## src/rtl/snap_chain_pkg.sv

```systemverilog
package snap_chain_pkg;
  typedef enum logic [2:0] {
    ST_IDLE  = 3'd0,
    ST_ARMED = 3'd1,
    ST_XFER  = 3'd2,
    ST_HASH  = 3'd3,
    ST_WAIT  = 3'd4,
    ST_FHASH = 3'd5,
    ST_FXFER = 3'd6
  } seq_st_e;

  localparam logic SEL_NONCE = 1'b0;
  localparam logic SEL_SEMA  = 1'b1;
endpackage

```

## src/rtl/snap_seq_ctrl.sv

```systemverilog
module snap_seq_ctrl
  import snap_chain_pkg::*;
#(
  parameter int N_FRAMES = 1024,
  parameter int DATA_W   = 64,
  parameter int IDX_W    = $clog2(N_FRAMES + 1)
) (
  input  logic              clk,
  input  logic              rst_n,
  input  logic              snap_enter,
  input  logic              sw_we,
  input  logic              sw_sel,
  input  logic [DATA_W-1:0] sw_wdata,
  input  logic              xfer_done,
  input  logic              hash_ack,
  output logic [DATA_W-1:0] sema_q,
  output logic [IDX_W-1:0]  idx_q,
  output logic              done_q,
  output logic              active,
  output logic              xfer_req,
  output logic              hash_req,
  output logic              hash_final,
  output logic              clr_chain,
  output logic              nonce_ld,
  output logic              acc_ld
);
  localparam logic [IDX_W-1:0] LAST_FRAME = IDX_W'(N_FRAMES - 1);
  localparam logic [IDX_W-1:0] CLOSE_IDX  = IDX_W'(N_FRAMES);

  seq_st_e           st_q, st_d;
  logic [IDX_W-1:0]  idx_d;
  logic [DATA_W-1:0] sema_d;
  logic              done_d;
  logic              wr_nz, advance;

  assign wr_nz   = sw_we && (sw_wdata != '0);
  assign advance = (st_q == ST_WAIT) && wr_nz && (sw_sel == SEL_SEMA);

  assign active     = (st_q != ST_IDLE);
  assign xfer_req   = (st_q == ST_XFER) || (st_q == ST_FXFER);
  assign hash_req   = (st_q == ST_HASH) || (st_q == ST_FHASH);
  assign hash_final = (st_q == ST_FHASH);
  assign clr_chain  = (st_q == ST_IDLE) && snap_enter;
  assign nonce_ld   = (st_q == ST_ARMED) && wr_nz && (sw_sel == SEL_NONCE);
  assign acc_ld     = hash_req && hash_ack;

  always_comb begin
    st_d   = st_q;
    idx_d  = idx_q;
    sema_d = sema_q;
    done_d = done_q;
    unique case (st_q)
      ST_IDLE: if (snap_enter) begin
        st_d   = ST_ARMED;
        idx_d  = '0;
        sema_d = '1;
        done_d = 1'b0;
      end
      ST_ARMED: if (nonce_ld) st_d = ST_XFER;
      ST_XFER:  if (xfer_done) st_d = ST_HASH;
      ST_HASH:  if (hash_ack) begin
        st_d   = ST_WAIT;
        sema_d = '0;
      end
      ST_WAIT: if (advance) begin
        sema_d = sw_wdata;
        if (idx_q == LAST_FRAME) begin
          idx_d = CLOSE_IDX;
          st_d  = ST_FHASH;
        end else begin
          idx_d = idx_q + 1'b1;
          st_d  = ST_XFER;
        end
      end
      ST_FHASH: if (hash_ack) st_d = ST_FXFER;
      ST_FXFER: if (xfer_done) begin
        st_d   = ST_IDLE;
        sema_d = '0;
        done_d = 1'b1;
      end
      default: st_d = ST_IDLE;
    endcase
  end

  always_ff @(posedge clk or negedge rst_n) begin
    if (!rst_n) begin
      st_q   <= ST_IDLE;
      idx_q  <= '0;
      sema_q <= '0;
      done_q <= 1'b0;
    end else begin
      st_q   <= st_d;
      idx_q  <= idx_d;
      sema_q <= sema_d;
      done_q <= done_d;
    end
  end

  p_idx_range_r5: assert property (@(posedge clk) disable iff (!rst_n)
    active |-> idx_q <= CLOSE_IDX);
  p_final_idx_r9: assert property (@(posedge clk) disable iff (!rst_n)
    hash_final |-> idx_q == CLOSE_IDX);
  p_zero_ignored_r8: assert property (@(posedge clk) disable iff (!rst_n)
    (st_q == ST_WAIT && sw_we && sw_sel == SEL_SEMA && sw_wdata == '0)
      |=> sema_q == '0);
endmodule

```

## src/rtl/snap_chain_accum.sv

```systemverilog
module snap_chain_accum #(
  parameter int DATA_W = 64,
  parameter int REG_W  = 64,
  parameter int DIG_W  = 256
) (
  input  logic              clk,
  input  logic              rst_n,
  input  logic              clr_chain,
  input  logic              nonce_ld,
  input  logic              acc_ld,
  input  logic [DATA_W-1:0] nonce_in,
  input  logic [REG_W-1:0]  regs_in,
  input  logic [DIG_W-1:0]  dig_in,
  output logic [DATA_W-1:0] nonce_q,
  output logic [REG_W-1:0]  regs_q,
  output logic [DIG_W-1:0]  acc_q
);
  logic [DATA_W-1:0] nonce_d;
  logic [REG_W-1:0]  regs_d;
  logic [DIG_W-1:0]  acc_d;

  always_comb begin
    nonce_d = nonce_ld  ? nonce_in : nonce_q;
    regs_d  = clr_chain ? regs_in  : regs_q;
    if (clr_chain)   acc_d = '0;
    else if (acc_ld) acc_d = dig_in;
    else             acc_d = acc_q;
  end

  always_ff @(posedge clk or negedge rst_n) begin
    if (!rst_n) begin
      nonce_q <= '0;
      regs_q  <= '0;
      acc_q   <= '0;
    end else begin
      nonce_q <= nonce_d;
      regs_q  <= regs_d;
      acc_q   <= acc_d;
    end
  end

  p_acc_latch_r6: assert property (@(posedge clk) disable iff (!rst_n)
    (acc_ld && !clr_chain) |=> acc_q == $past(dig_in));
endmodule

```

## src/rtl/snap_chain_seq.sv

```systemverilog
module snap_chain_seq #(
  parameter int N_FRAMES = 1024,
  parameter int DATA_W   = 64,
  parameter int REG_W    = 64,
  parameter int DIG_W    = 256,
  parameter int IDX_W    = $clog2(N_FRAMES + 1)
) (
  input  logic              clk,
  input  logic              rst_n,
  input  logic              snap_enter,
  input  logic [REG_W-1:0]  cpu_regs,
  input  logic              sw_we,
  input  logic              sw_sel,
  input  logic [DATA_W-1:0] sw_wdata,
  output logic [DATA_W-1:0] sema_q,
  output logic              snap_active,
  output logic              snap_done,
  output logic              xfer_req,
  input  logic              xfer_done,
  output logic [IDX_W-1:0]  entry_idx,
  output logic              hash_req,
  output logic              hash_final,
  output logic [DATA_W-1:0] hash_nonce,
  output logic [DIG_W-1:0]  hash_acc,
  output logic [REG_W-1:0]  hash_regs,
  input  logic              hash_ack,
  input  logic [DIG_W-1:0]  hash_dig,
  output logic [DIG_W-1:0]  final_dig
);
  logic clr_chain, nonce_ld, acc_ld;
  logic sweeping;

  snap_seq_ctrl #(
    .N_FRAMES(N_FRAMES), .DATA_W(DATA_W), .IDX_W(IDX_W)
  ) u_ctrl (
    .clk(clk), .rst_n(rst_n), .snap_enter(snap_enter),
    .sw_we(sw_we), .sw_sel(sw_sel), .sw_wdata(sw_wdata),
    .xfer_done(xfer_done), .hash_ack(hash_ack),
    .sema_q(sema_q), .idx_q(entry_idx), .done_q(snap_done),
    .active(snap_active), .xfer_req(xfer_req), .hash_req(hash_req),
    .hash_final(hash_final), .clr_chain(clr_chain),
    .nonce_ld(nonce_ld), .acc_ld(acc_ld)
  );

  snap_chain_accum #(
    .DATA_W(DATA_W), .REG_W(REG_W), .DIG_W(DIG_W)
  ) u_accum (
    .clk(clk), .rst_n(rst_n), .clr_chain(clr_chain),
    .nonce_ld(nonce_ld), .acc_ld(acc_ld),
    .nonce_in(sw_wdata), .regs_in(cpu_regs), .dig_in(hash_dig),
    .nonce_q(hash_nonce), .regs_q(hash_regs), .acc_q(hash_acc)
  );

  assign final_dig = hash_acc;
  assign sweeping  = xfer_req || hash_req || (snap_active && sema_q == '0);

  p_clear_on_entry_r2: assert property (@(posedge clk) disable iff (!rst_n)
    $rose(snap_active) |-> (hash_acc == '0 && entry_idx == '0));
  p_nonce_fixed_r4: assert property (@(posedge clk) disable iff (!rst_n)
    (sweeping && $past(sweeping)) |-> $stable(hash_nonce));
  p_hold_at_zero_r7: assert property (@(posedge clk) disable iff (!rst_n)
    (snap_active && sema_q == '0) |-> (!xfer_req && !hash_req));
  p_done_hold_r10: assert property (@(posedge clk) disable iff (!rst_n)
    (snap_done && !snap_enter) |=> (snap_done && $stable(final_dig) && !snap_active));
endmodule

```

## config.mk

```make
export PLATFORM = sky130hd
export DESIGN_NAME = snap_chain_seq
export DESIGN_NICKNAME = d
export VERILOG_FILES = /design/src/rtl/snap_chain_pkg.sv /design/src/rtl/snap_seq_ctrl.sv /design/src/rtl/snap_chain_accum.sv /design/src/rtl/snap_chain_seq.sv
export SDC_FILE = /design/constraint.sdc
export NUM_CORES = 1
export LEC_CHECK = 0
export CAP_MARGIN = 0
export CORE_AREA = 2 2 439 441
export DETAILED_ROUTE_END_ITERATION = 7
export DIE_AREA = 0 0 441 443
export GPL_ROUTABILITY_DRIVEN = 0
export SLEW_MARGIN = 20
export SYNTH_ARGS = -nofsm -noshare
export SYNTH_HDL_FRONTEND = slang
export SYNTH_SLANG_ARGS = --single-unit
```

## constraint.sdc

```tcl
create_clock -name clk -period 1.7 [get_ports clk]
set_input_delay 0.17 -clock clk [delete_from_list [all_inputs] [get_ports clk]]
set_output_delay 0.17 -clock clk [all_outputs]
set_load 0.02 [all_outputs]
```

==> impl_metrics.toml <==
[die]
fp-row-count = 161
start_util_pct = 10.9
ios = 1111
core_sq_um = 191000
die_y_microns = 443
die_area_sq_um = 195000
die_x_microns = 441

[sta]
rsz0062_at_grt = "true"
period_share_pct = 121
hold_violations = 0
slew_viol_final = 0
worst_slew_pin_slew_ns = 0.762
final-setup-viol-count = 1091
final.setup_skew_ns = 0.0163
fin_crit_ns = 2.06
slew_headroom_pct = 49.1
setup_ws_ns = -0.363
max_freq_ghz = 0.485

[status]
status = "finished with violations"
failed_checks = "negative setup slack"

[pwr]
finalPower_uw = 70300
peakVddDrop_uv = 1010
leakage_uw = 0.0174
power.density_nw_per_um2 = 1780

[final_layout]
final_common_cell = "clkdlybuf4s50_1"
final_cell_mix = "clkdlybuf4s50_1 (973), nand2_1 (704), dfrtp_1 (456), nand3_1 (262), buf_4 (228)"
syn2layout_area_growth_pct = 89.0
final_nets = 3763
drive_above_1_share_pct = 17.0
final_cells = 5963

[synth]
syn_inst = 2144
synth.area.top_cells = "dfrtp_1 (55%), nand2_1 (13%), buf_4 (9.2%)"
synth_seq_cells = 463
synthesis.nets = 2536
synth-seq-area-share_pct = 55.4
ys_warn_count = 0
syn_avg_cell_area_sq_um = 9.75
async_reset_ff_share_pct = 100
synth_top_area_share_pct = 55.4
synth_top_area_cell = "dfrtp_1"
synth_area_sq_um = 20900
ys_types = 46
synth_edf_count = 0
ys.flop_type = "dfrtp_1"

[route]
drc = 0
wl_microns = 133000
drt-initial-drc-count = 1804
wire_per_inst_microns = 22.2
vias = 20905
ant_nets = 0
drt-pass1-iter-count = 5
routed_via_density = 3.51

[clock_network]
cts_tree = "done"
cts-root-buf = "clkbuf_16"
cts_inserted_buffers = 55
htree_levels = 2
clk_pin_slew_ns = 0.06
cts_sinks = 463
clkLatencyLatePin_ns = 0.65
cts_max_path_buffers = 3

[critical_path]
r2r_cells = 9
cp.required_ns = 2.30
critPathCaptureType = "register"
startpoint_type = "register"
crit_type = "register to register"
cp_max_fo = 64
arrival_ns = 2.66

[grt]
grt_max_degree = 76
grt_overflow_total = 0
grt_pass1_vias = 20709
grt_usage_pct = 12.8
antenna_found_initial = 77
grt_pass1_wl_microns = 175000

[place]
dp_hpwl_microns = 108000
io_buffers = 1110
placedCellCount = 5638

[flow_run]
cap_violations = 0

[min_path]
hold_path_depth = 3
hold_path.class = "primary input to register"
-- flip-flops by register name (all words and copies together) (netlist names) --
register         cells
u_accum.acc_q      256
u_accum.nonce_q     64
u_accum.regs_q      64
u_ctrl.sema_q       64
u_ctrl.idx_q        11
u_ctrl.st_q          3
u_ctrl.done_q        1
-- cell families (layout without fill, tap and decap cells) --
family,count (synthesis),in the layout,share of synthesized area [%]
AOI/OAI and AO/OA,162,162,6.15
xor gates and xnor gates,2,2,0.0838
adders and majority gates,1,1,0.0599
buffers and inverters,402,1673,12.5
DFF,463,463,55.4
muxes,67,67,4.67
other,0,22,0
and+or+nand+nor,1047,1047,21.1
-- worst max-delay path, stage by stage (launching register included) --
cell,delay [ns]
dfrtp_1,0.41
buf_4,0.20
nor2_1,0.11
a2bb2oi_1,0.18
o22ai_1,0.10
buf_4,0.15
o211ai_1,0.14
buf_12,0.31
o31a_1,0.22
o21a_1,0.12
-- metal layers --
metal  track usage [%]  share of wire, %  wire length, microns  vias to the layer above
met5                 0              0.19                   257                        -
met4              4.37               2.4                  3120                       38
met3              4.58               9.4                 12400                      222
met2              21.4                50                 65600                      947
met1              15.1                39                 51100                    10417
li1                  -                 -                     -                     9281
-- final cells by class --
| class | count | area, sq um |
|---|---|---|
| Antenna cell | 22 | 55.1 |
| Sequential cell | 463 | 11600 |
| Tap cell | 2526 | 3160 |
| Fill cell | 20783 | 152000 |
| Timing Repair Buffer | 1566 | 15800 |
| Multi-Input combinational cell | 1279 | 7040 |
| Inverter | 6 | 22.5 |
| Clock inverter | 28 | 264 |
| Clock buffer | 73 | 1540 |
-- Yosys cell counts (all sizes together), types with 2 or more instances --
| cell | number |
|---|---|
| dfrtp | 463 |
| or2 | 3 |
| and3 | 6 |
| a21oi | 3 |
| a31oi | 9 |
| mux2i | 3 |
| xor2 | 2 |
| o21a | 64 |
| nand3 | 262 |
| inv | 6 |
| nand2b | 5 |
| nor3 | 3 |
| nand2 | 720 |
| and2 | 4 |
| nor4 | 18 |
| o21ai | 5 |
| nand4 | 5 |
| or3 | 4 |
| o211ai | 5 |
| buf | 347 |
| nor2b | 3 |
| nor2 | 12 |
| mux2 | 64 |
| a21o | 2 |
| o31a | 64 |
| clkbuf | 49 |
-- what timing repair did --
item                                    4_1_cts  5_1_grt
endpoints found under the hold margin       589       11
endpoints found under the setup margin     1172     1116
gates resized for setup                     286       92
setup buffers                                19        7
gates cloned                                  5        4
hold buffers                                160       11
pin swaps                                     9       15
-- where the power goes --
part	internal, uW	switching (uW)	total, uW
registers	15400	4160	19600
logic	18000	20600	38600
clock network	6860	5220	12100
-- final timing paths --
path                                       endpoint          startpoint  slack (ns)
max in group asynchronous        u_accum.regs_q[17]               rst_n        0.32
worst max register to register    u_ctrl.sema_q[46]      u_ctrl.st_q[2]       -0.36
worst min register to register   u_accum.regs_q[57]  u_accum.regs_q[57]        0.48
worst min-delay path             u_accum.acc_q[143]       hash_dig[143]        0.07
worst max-delay path              u_ctrl.sema_q[46]      u_ctrl.st_q[2]       -0.36
min in group asynchronous       u_accum.nonce_q[25]               rst_n        0.19
-- stage by stage --
stage / hold WS [ns] / worst slack (ns) / cell area, sq um / utilization (%) / TNS, ns
2_1_floorplan: -0.126 / -0.154 / 21100 / - / -17.73
3_3_place_gp: 0.0817 / -2.26 / 35000 / 18.3 / -382.12
3_5_place_dp: 0.0814 / -2.24 / 35000 / 18.3 / -383.99
4_1_cts: 0.0000538 / -0.431 / 38900 / 20.4 / -243.24
5_1_grt: 0.0302 / -0.440 / 39500 / 20.7 / -262.36
6_report: 0.0658 / -0.363 / 39500 / 20.7 / -187.15
(Power assumes the default switching activity.)
